==> src/rtl/ceg_pkg.sv <==
package ceg_pkg;

    typedef enum logic [1:0] {
        GS_OPEN  = 2'b00,
        GS_DRAIN = 2'b01,
        GS_SHUT  = 2'b10
    } gate_state_e;

    // Gate path conducts in every state except shut.
    function automatic logic path_conducts(gate_state_e s);
        return (s != GS_SHUT);
    endfunction

    // Counter width for a window of n cycles (at least one bit).
    function automatic int unsigned win_width(int unsigned n);
        return (n > 1) ? $clog2(n) : 1;
    endfunction

endpackage

==> src/rtl/ceg_drain_timer.sv <==
module ceg_drain_timer
    import ceg_pkg::*;
#(
    parameter int unsigned LIMIT = 1875
) (
    input  logic clk,
    input  logic rst,
    input  logic run,
    output logic expired
);

    localparam int unsigned     CW   = win_width(LIMIT);
    localparam logic [CW-1:0]   LAST = CW'(LIMIT - 1);

    logic [CW-1:0] cnt;

    // Counts cycles spent draining; cleared whenever the drain is not running.
    always_ff @(posedge clk) begin
        if (rst || !run) begin
            cnt <= '0;
        end else if (cnt != LAST) begin
            cnt <= cnt + 1'b1;
        end
    end

    assign expired = run && (cnt == LAST);

    // The state machine must leave drain on the edge the window runs out.
    AST_TMO_ENDS_DRAIN: assert property (@(posedge clk) disable iff (rst)
        expired |=> !run);

endmodule

==> src/rtl/ceg_gate_fsm.sv <==
module ceg_gate_fsm
    import ceg_pkg::*;
(
    input  logic        clk,
    input  logic        rst,
    input  logic        hold,
    input  logic        ce_n_in,
    input  logic        expired,
    output gate_state_e state
);

    gate_state_e state_nx;

    always_comb begin
        state_nx = state;
        if (!hold) begin
            state_nx = GS_OPEN;
        end else begin
            unique case (state)
                GS_OPEN:  state_nx = ce_n_in ? GS_SHUT : GS_DRAIN;
                GS_DRAIN: state_nx = (ce_n_in || expired) ? GS_SHUT : GS_DRAIN;
                GS_SHUT:  state_nx = GS_SHUT;
                default:  state_nx = GS_SHUT;
            endcase
        end
    end

    always_ff @(posedge clk) begin
        if (rst) begin
            state <= GS_OPEN;
        end else begin
            state <= state_nx;
        end
    end

    AST_RESET_OPEN: assert property (@(posedge clk)
        rst |=> (state == GS_OPEN));

    AST_IDLE_SHUT: assert property (@(posedge clk) disable iff (rst)
        (state == GS_OPEN && hold && ce_n_in) |=> (state == GS_SHUT));

    AST_DRAIN_ENTRY: assert property (@(posedge clk) disable iff (rst)
        (state == GS_OPEN && hold && !ce_n_in) |=> (state == GS_DRAIN));

    AST_DRAIN_END: assert property (@(posedge clk) disable iff (rst)
        (state == GS_DRAIN && hold && ce_n_in) |=> (state == GS_SHUT));

    AST_SHUT_STAYS: assert property (@(posedge clk) disable iff (rst)
        (state == GS_SHUT && hold) |=> (state == GS_SHUT));

    AST_RELEASE: assert property (@(posedge clk) disable iff (rst)
        !hold |=> (state == GS_OPEN));

endmodule

==> src/rtl/ceg_ce_mux.sv <==
module ceg_ce_mux
    import ceg_pkg::*;
(
    input  gate_state_e state,
    input  logic        ce_n_in,
    output logic        ce_n_out,
    output logic        gate_open
);

    always_comb begin
        gate_open = path_conducts(state);
        ce_n_out  = gate_open ? ce_n_in : 1'b1;
    end

endmodule

==> src/rtl/ceg_gate.sv <==
module ceg_gate
    import ceg_pkg::*;
#(
    parameter int unsigned DRAIN_CYCLES = 1875
) (
    input  logic       clk,
    input  logic       rst,
    input  logic       hold,
    input  logic       ce_n_in,
    output logic       ce_n_out,
    output logic       gate_open,
    output logic [1:0] gate_state
);

    gate_state_e state;
    logic        expired;

    ceg_drain_timer #(.LIMIT(DRAIN_CYCLES)) u_timer (
        .clk     (clk),
        .rst     (rst),
        .run     (state == GS_DRAIN),
        .expired (expired)
    );

    ceg_gate_fsm u_fsm (
        .clk     (clk),
        .rst     (rst),
        .hold    (hold),
        .ce_n_in (ce_n_in),
        .expired (expired),
        .state   (state)
    );

    ceg_ce_mux u_mux (
        .state     (state),
        .ce_n_in   (ce_n_in),
        .ce_n_out  (ce_n_out),
        .gate_open (gate_open)
    );

    assign gate_state = state;

    AST_SHUT_FORCES_HIGH: assert property (@(posedge clk) disable iff (rst)
        (gate_state == 2'b10) |-> ce_n_out);

    AST_PASS_THROUGH: assert property (@(posedge clk) disable iff (rst)
        (gate_state != 2'b10) |-> (ce_n_out == ce_n_in));

    AST_LEGAL_CODE: assert property (@(posedge clk) disable iff (rst)
        (gate_state != 2'b11) && (gate_open == (gate_state != 2'b10)));

endmodule

==> config.mk <==
export PLATFORM = sky130hd
export DESIGN_NAME = ceg_gate
export DESIGN_NICKNAME = d
export VERILOG_FILES = /design/src/rtl/ceg_pkg.sv /design/src/rtl/ceg_drain_timer.sv /design/src/rtl/ceg_gate_fsm.sv /design/src/rtl/ceg_ce_mux.sv /design/src/rtl/ceg_gate.sv
export SDC_FILE = /design/constraint.sdc
export NUM_CORES = 1
export LEC_CHECK = 0
export ABC_AREA = 1
export BUFFER_PORTS_ARGS = -buffer_cell sky130_fd_sc_hd__buf_2
export CORE_AREA = 3 3 40 42
export DETAILED_ROUTE_END_ITERATION = 10
export DIE_AREA = 0 0 43 45
export GPL_ROUTABILITY_DRIVEN = 0
export PLACE_DENSITY = 0.71
export SETUP_SLACK_MARGIN = 0.3
export SYNTH_ARGS = -nofsm -noshare
export SYNTH_HDL_FRONTEND = slang
export SYNTH_SLANG_ARGS = --single-unit
==> constraint.sdc <==
create_clock -name clk -period 4 [get_ports clk]
set_clock_uncertainty 0.15 [all_clocks]
set_input_delay 0.2 -clock clk [delete_from_list [all_inputs] [get_ports clk]]
set_output_delay 0.2 -clock clk [all_outputs]
set_load 0.02 [all_outputs]
# Word level (Yosys, flattened, before mapping)
# Index checks and enable logic that the tools add are counted.
# word_totals
ff_bits	13
input_bits	4
out_inout_bits	4
# classes
addsub	1
n_eq_ne	4
muxes	4
bitwise	1
n_reduce_logical	6
# op_table
operator	count
11-bit by 1-bit adder with 11-bit output (second input constant)	1
11-bit equality test (second input constant)	1
11-bit inequality test (second input constant)	1
2-bit 2-to-1 mux	2
2-bit case mux with 2 select lines	1
2-bit by 1-bit equality test with 1-bit output (second input constant)	1
2-bit zero test	1
1-bit logical OR	2
2-bit inequality test (second input constant)	1
2-bit OR reduction	1
1-bit logical AND	1
1-bit zero test	1
1-bit 2-to-1 mux	1
1-bit NOT	1

# Logic depth before layout (Yosys ltp)
# Gate-level depths: netlist of the first run.
# logic_depth
word_depth	5
depth_mapped	8
depth_no_buf	8

# Modules after synthesis
# Synthesis of the first run repeated with hierarchy kept, for this count alone.
# unflattened
cells_unflattened	98
hier_area_um2	705.7
# by_module_without_submodules
module	n_inst	cells_each	area_each_um2
ceg_drain_timer	1	83	605.6
ceg_gate_fsm	1	9	70.1
ceg_ce_mux	1	4	20.0
ceg_gate	1	2	10.0

# Worst setup path after synthesis of the first run
# No wires, ideal clock.
# synth_timing
path_type	register -> output
from	register u_fsm.state[1]
to	output port ce_n_out
t_arrival_ns	1.032
required_time_ns	3.650
path_slack_ns	2.618
path_stages_with_launch	4
path_buffers	0
path_cell_list	dfxtp_1 inv_1 or2_2 nand2_1
# synth_between
elab_chain_len	2
# synth_rtl
item	line	rtl
start: declaration	ceg_gate_fsm.sv:9	output gate_state_e state
start signal: assignment	ceg_gate_fsm.sv:32	state <= state_nx;
2-bit inequality test	ceg_pkg.sv:11	return (s != GS_SHUT);
via gate_open	ceg_gate.sv:11	output logic gate_open,
1-bit 2-to-1 mux	ceg_ce_mux.sv:12	ce_n_out = gate_open ? ce_n_in : 1'b1;
end: declaration	ceg_gate.sv:10	output logic ce_n_out,
# The timed path passes the listed nets, and every way through them passes these cells.

# Worst setup path after layout of the first run
# layout_timing
from	register u_fsm.state[1]
to	output port ce_n_out
# layout_between
elab_chain_len	2
# layout_rtl
item	line
2-bit inequality test	ceg_pkg.sv:11
1-bit 2-to-1 mux	ceg_ce_mux.sv:12
# No other way between the ends.

==> results by group, run 1 <==
Global routing
  – Largest net degree at the start of global routing: 9
  – Total GRT Usage: 14.4%
  – Aggregate global routing overflow: 0
  – Global-route wire length before repair: 2080 um
  – Antenna violations before repair: 0
  – Vias in the first global route: 531

Final layout
  – Post-layout nets: 116
  – Non-Filler Instances: 124
  – Most common cell after layout, fill and taps aside: nand2_1
  – Layout Utilization: 59.2%
  – Area growth syn-to-layout: 11.8%
  – Antenna diodes: 0
  – Design area: 761 um2
  – Most frequent cells in the layout: 25 x nand2_1, 13 x inv_1, 13 x dfxtp_1
  – Layout cells sized above 1: 19.3%

Clock network
  – H-tree Lvls: 1
  – Skew-Pair Late Insertion Delay: 270 ps
  – Number of cells upsized or downsized after cts: 0
  – CTS Buffer Depth: 2
  – Clock Sinks: 13
  – Root Buffer Master: clkbuf_4
  – Reg clk slew, reported paths: 80 ps
  – Cts bufs inserted: 3
  – CTS hold repair buffers: 0
  – TritonCTS clock tree: done
  – Setup repair bufs after CTS: 0

Route
  – Via Count: 608
  – Vias/cell: 4.90
  – Routed wire per std cell: 10.1 um
  – Final WL: 1260 um
  – DR iter-0 viols: 10
  – Antenna viol nets, final: 0
  – Drt first pass iters: 4
  – DRC Markers: 0

Timing
  – Fmax: 667 MHz
  – Final setup violating endpoints: 0
  – Final Hold Viols: 0
  – Slew HR: 83.1%
  – Worst-Margin Slew: 253 ps
  – Fin crit share: 37.5%
  – Final min period: 1500 ps
  – Setup TNS: 0 ps
  – Min Hold Slack: 47.5 ps
  – Slew Viols, Final: 0
  – RSZ-0062 raised after global routing: false

Min path
  – Min-delay worst type: in2reg

Critical path
  – Critical Path Sink Type: primary output
  – Crit path kind: reg2out
  – CP required: 3650 ps
  – Arrival time at the worst endpoint: 1150 ps
  – Worst Setup Start Kind: register
  – Critical path fanouts, max: 3

Synth
  – Syn nets: 104
  – Post-synthesis sequential area ratio: 38.2%
  – Syn avg cell area: 6.95 um2
  – Post-Syn Area: 681 um2
  – Synthesized instance count: 98
  – Synth warn: 0
  – Distinct cell type count after synthesis: 17
  – Synth Register Bits: 13

Run
  – Max cap viols: 0

Pwr
  – Peak supply drop: 0.000162 V
  – P_leak: 0.306 nW
  – PD cells: 294 nW/um2

Placed design
  – Dpl cells: 120
  – Placed Area: 734 um2
  – Sum of net half-perimeters after detailed placement: 981 um
  – Port Buffers: 7

Die
  – Die Y: 45 um
  – Placeable Area: 1280 um2
  – Die X-Extent: 43 um
  – Die Area: 1940 um2
  – Site row count: 13
  – Initial Util: 53.0%
  – Top Ports: 8

Run status
  – Status: complete, no violations
[metal layers]
| metal | global-route usage [%] | part of all wire [%] | up-vias | routed length, um |
|---|---|---|---|---|
| li1 | - | - | 333 | - |
| met1 | 17.5 | 48 | 267 | 601 |
| met2 | 23.7 | 49 | 6 | 620 |
| met3 | 2.39 | 1.8 | 2 | 23 |
| met4 | 9.04 | 0.95 | 0 | 12 |
| met5 | 0 | 0 | - | 0 |
[worst max-delay path: stages (launching register included)]
cell,delay [ps]
dfxtp_1,350
inv_1,50
or2_2,280
nand2_1,60
buf_2,150
[power breakdown]
group / switching (W) / leakage [nW] / internal [W]
Sequential: 0.000000970 / 0.105 / 0.000130
Combinational: 0.00000715 / 0.186 / 0.00000425
Clock: 0.0000425 / 0.0150 / 0.0000386
[synth_stat cells (all sizes together)]
library cell	count	area share [%]
nand3b	2	2.2
nand2	26	15
nand3	9	8.8
ha	2	3.7
nand4	1	0.92
xor2	1	1.3
inv	14	7.7
dfxtp	13	38
o21ai	4	2.9
a21oi	8	5.9
nor2	17	13
or2	1	0.92
[final cells by class]
cell class,instances,area (um2)
fillers,130,524
multi-input cells,71,368
clock buffers,4,26.3
well taps,15,18.8
repair buffers,7,35.0
flip-flops and latches,13,260
inverters,14,52.6
[kinds of logic after synthesis]
group | Yosys count | share of synthesized area [%]
AO/OA/AOI/OAI | 12 | 8.82
AND/OR/NAND/NOR | 56 | 40.3
XOR/XNOR | 1 | 1.29
buffers and inverters | 14 | 7.72
adder cells (fa/ha/maj) | 2 | 3.68
flip-flops | 13 | 38.2
[worst paths after layout]
check                    end            from  cells after the start  slack, ps
min           u_fsm.state[0]            hold                      3         50
max reg2reg  u_timer.cnt[10]  u_timer.cnt[0]                      6       2600
max                 ce_n_out  u_fsm.state[1]                      4       2500
min reg2reg   u_timer.cnt[9]  u_timer.cnt[9]                      2        330
[metrics by stage]
| stage | total power (W) | worst slack, ps |
|---|---|---|
| 2_1_floorplan | 0.000141 | 2620 |
| 3_3_place_gp | 0.000146 | 2650 |
| 3_5_place_dp | 0.000146 | 2600 |
| 4_1_cts | 0.000226 | 2480 |
| 5_1_grt | 0.000231 | 2430 |
| 6_report | 0.000224 | 2500 |
[flip-flops by register name (all words and copies together), names as in the netlist]
name         flops
u_timer.cnt     11
u_fsm.state      2
(Power assumes the default switching activity.)
==> run 2, diff against run 1 <==
Clock period 4 ns to 1.5 ns, I/O delays scaled along.
==> results by group, run 2 (synthesis gave the netlist of run 1 again) <==
Run status
  – Status: finished with violations
  – Violated checks: negative hold slack

Route
  – Antenna viol nets, final: 0 (unchanged)
  – DR iter-0 viols: 12 (+2)
  – Drt first pass iters: 4 (unchanged)
  – Routed wire per std cell: 12.0 um (+19%)
  – Final WL: 1620 um (+29%)
  – DRC Markers: 0 (unchanged)
  – Via Count: 672 (+11%)
  – Vias/cell: 4.98 (+1.5%)

Pwr
  – Seq pwr share: 55.3% (-3.4 points)
  – Peak supply drop: 0.000474 V (+190%)
  – P_leak: 0.370 nW (+21%)
  – P_int: 0.000472 W (+170%)
  – NetSw: 0.000154 W (+210%)
  – PD cells: 647 nW/um2 (+120%)
  – Net Sw Frac: 24.7% (+2.0 points)
  – Clock share of power: 36.6% (+0.4 points)
  – Comb pwr share: 8.1% (+3.0 points)

Die
  – Die X-Extent: 43 um (unchanged)
  – Die Area: 1940 um2 (unchanged)
  – Site row count: 13 (unchanged)
  – Top Ports: 8 (unchanged)
  – Initial Util: 53.0% (unchanged)
  – Placeable Area: 1280 um2 (unchanged)
  – Die Y: 45 um (unchanged)

Global routing
  – Aggregate global routing overflow: 0 (unchanged)
  – Vias in the first global route: 645 (+21%)
  – Antenna violations before repair: 0 (unchanged)
  – Total GRT Usage: 19.6% (+5.3 points)
  – Largest net degree at the start of global routing: 9 (unchanged)
  – Global-route wire length before repair: 2750 um (+32%)

Timing
  – Slew Viols, Final: 0 (unchanged)
  – Min Hold Slack: -39.8 ps (-87.3 ps)
  – Slew HR: 89.6% (+6.5 points)
  – Final min period: 1300 ps
  – Setup TNS: 0 ps (unchanged)
  – Fin crit share: 86.7%
  – Worst-Margin Slew: 155 ps (-98.6 ps)
  – Final Hold Viols: 3 (+3)
  – Final setup violating endpoints: 0 (unchanged)
  – RSZ-0062 raised after global routing: true
  – Fmax: 769 MHz

Final layout
  – Most frequent cells in the layout: 20 x nand2_1, 9 x inv_1, 9 x nor2_1
  – Area growth syn-to-layout: 42.3%
  – Biggest regs: u_timer.cnt: 11 flops, u_fsm.state: 2 flops
  – Post-layout nets: 127 (+9.5%)
  – Max reg flops: 11 (unchanged)
  – Most common cell after layout, fill and taps aside: nand2_1
  – Non-Filler Instances: 135 (+8.9%)
  – Layout cells sized above 1: 45.0% (+26 points)
  – Largest Register: u_timer.cnt
  – Antenna diodes: 0 (unchanged)

Min path
  – Min-delay worst type: in2reg

Critical path
  – Worst Setup Start Kind: register
  – Critical Path Sink Type: primary output
  – CP required: 1270 ps (-2380 ps)
  – Critical path fanouts, max: 2 (-1)
  – Crit path kind: reg2out
  – Arrival time at the worst endpoint: 1080 ps (-70 ps)

Placed design
  – Port Buffers: 7 (unchanged)
  – Dpl cells: 120 (unchanged)
  – Sum of net half-perimeters after detailed placement: 999 um (+1.9%)

Run
  – Max cap viols: 0 (unchanged)

Clock network
  – Skew-Pair Late Insertion Delay: 290 ps (+20 ps)
  – CTS Buffer Depth: 2 (unchanged)
  – Cts bufs inserted: 3 (unchanged)
  – Clock Sinks: 13 (unchanged)
  – TritonCTS clock tree: done
  – H-tree Lvls: 1 (unchanged)
  – Root Buffer Master: clkbuf_4
  – Reg clk slew, reported paths: 90 ps (about the same)
  – CTS hold repair buffers: 3 (+3)
==> run 2: final cells by class <==
cell class / count / area (um2)
timing repair buffer: 18 / 138
clock buffer: 4 / 26.3
fill: 92 / 317
inverter: 14 / 52.6
multi-input combinational: 71 / 454
tap: 15 / 18.8
sequential: 13 / 279
==> run 2: worst paths after layout <==
check                                      end  cells after the start            from  slack, ps
worst min-delay path            u_timer.cnt[9]                      4             rst        -40
worst max-delay path                  ce_n_out                      4  u_fsm.state[1]        200
worst min register to register  u_timer.cnt[9]                      2  u_timer.cnt[9]        340
worst max register to register  u_timer.cnt[8]                      6  u_timer.cnt[1]        220
==> run 2: repair_timing <==
| item | 4_1_cts | 5_1_grt |
|---|---|---|
| pin swaps | 11 | 10 |
| buffers inserted | 7 | 1 |
| endpoints found under the setup margin | 14 | 15 |
| endpoints found under the hold margin | 2 | 3 |
| resized for setup | 18 | 14 |
==> run 2: power by group through the flow <==
| stage | Combinational (W) | Clock [W] | Sequential, W |
|---|---|---|---|
| after CTS | 0.0000456 | 0.000224 | 0.000348 |
| after global routing | 0.0000539 | 0.000252 | 0.000347 |
| after global placement | 0.0000304 | 0 | 0.000356 |
| final | 0.0000505 | 0.000229 | 0.000347 |
| after detailed placement | 0.0000309 | 0 | 0.000356 |
| after floorplan | 0.0000166 | 0 | 0.000359 |
==> run 2: stage by stage <==
| step | setup WS, ps | area (um2) | util (%) | hold WS [ps] | total power (W) |
|---|---|---|---|---|---|
| after floorplan | 293 | 712 | - | 63.9 | 0.000376 |
| after global placement | 225 | 766 | 59.6 | 184 | 0.000387 |
| after detailed placement | 208 | 766 | 59.6 | 186 | 0.000387 |
| after CTS | 225 | 918 | 71.5 | 33.1 | 0.000618 |
| after global routing | 148 | 968 | 75.4 | -31.7 | 0.000653 |
| final | 199 | 968 | 75.4 | -39.8 | 0.000626 |
==> run 2: worst max-delay path: stages, from the launching register on <==
cell	delay [ps]
dfxtp_2	340
inv_2	40
or2_4	230
nand2_2	60
buf_6	110
==> run 2: layer usage <==
| metal | share of wire (%) | wire, um | vias up | global-route usage, % |
|---|---|---|---|---|
| li1 | - | - | 352 | - |
| met1 | 43 | 698 | 311 | 22.7 |
| met2 | 52 | 844 | 5 | 34.4 |
| met3 | 2.6 | 42 | 4 | 4.78 |
| met4 | 2.3 | 38 | 0 | 9.04 |
| met5 | 0 | 0 | - | 0 |
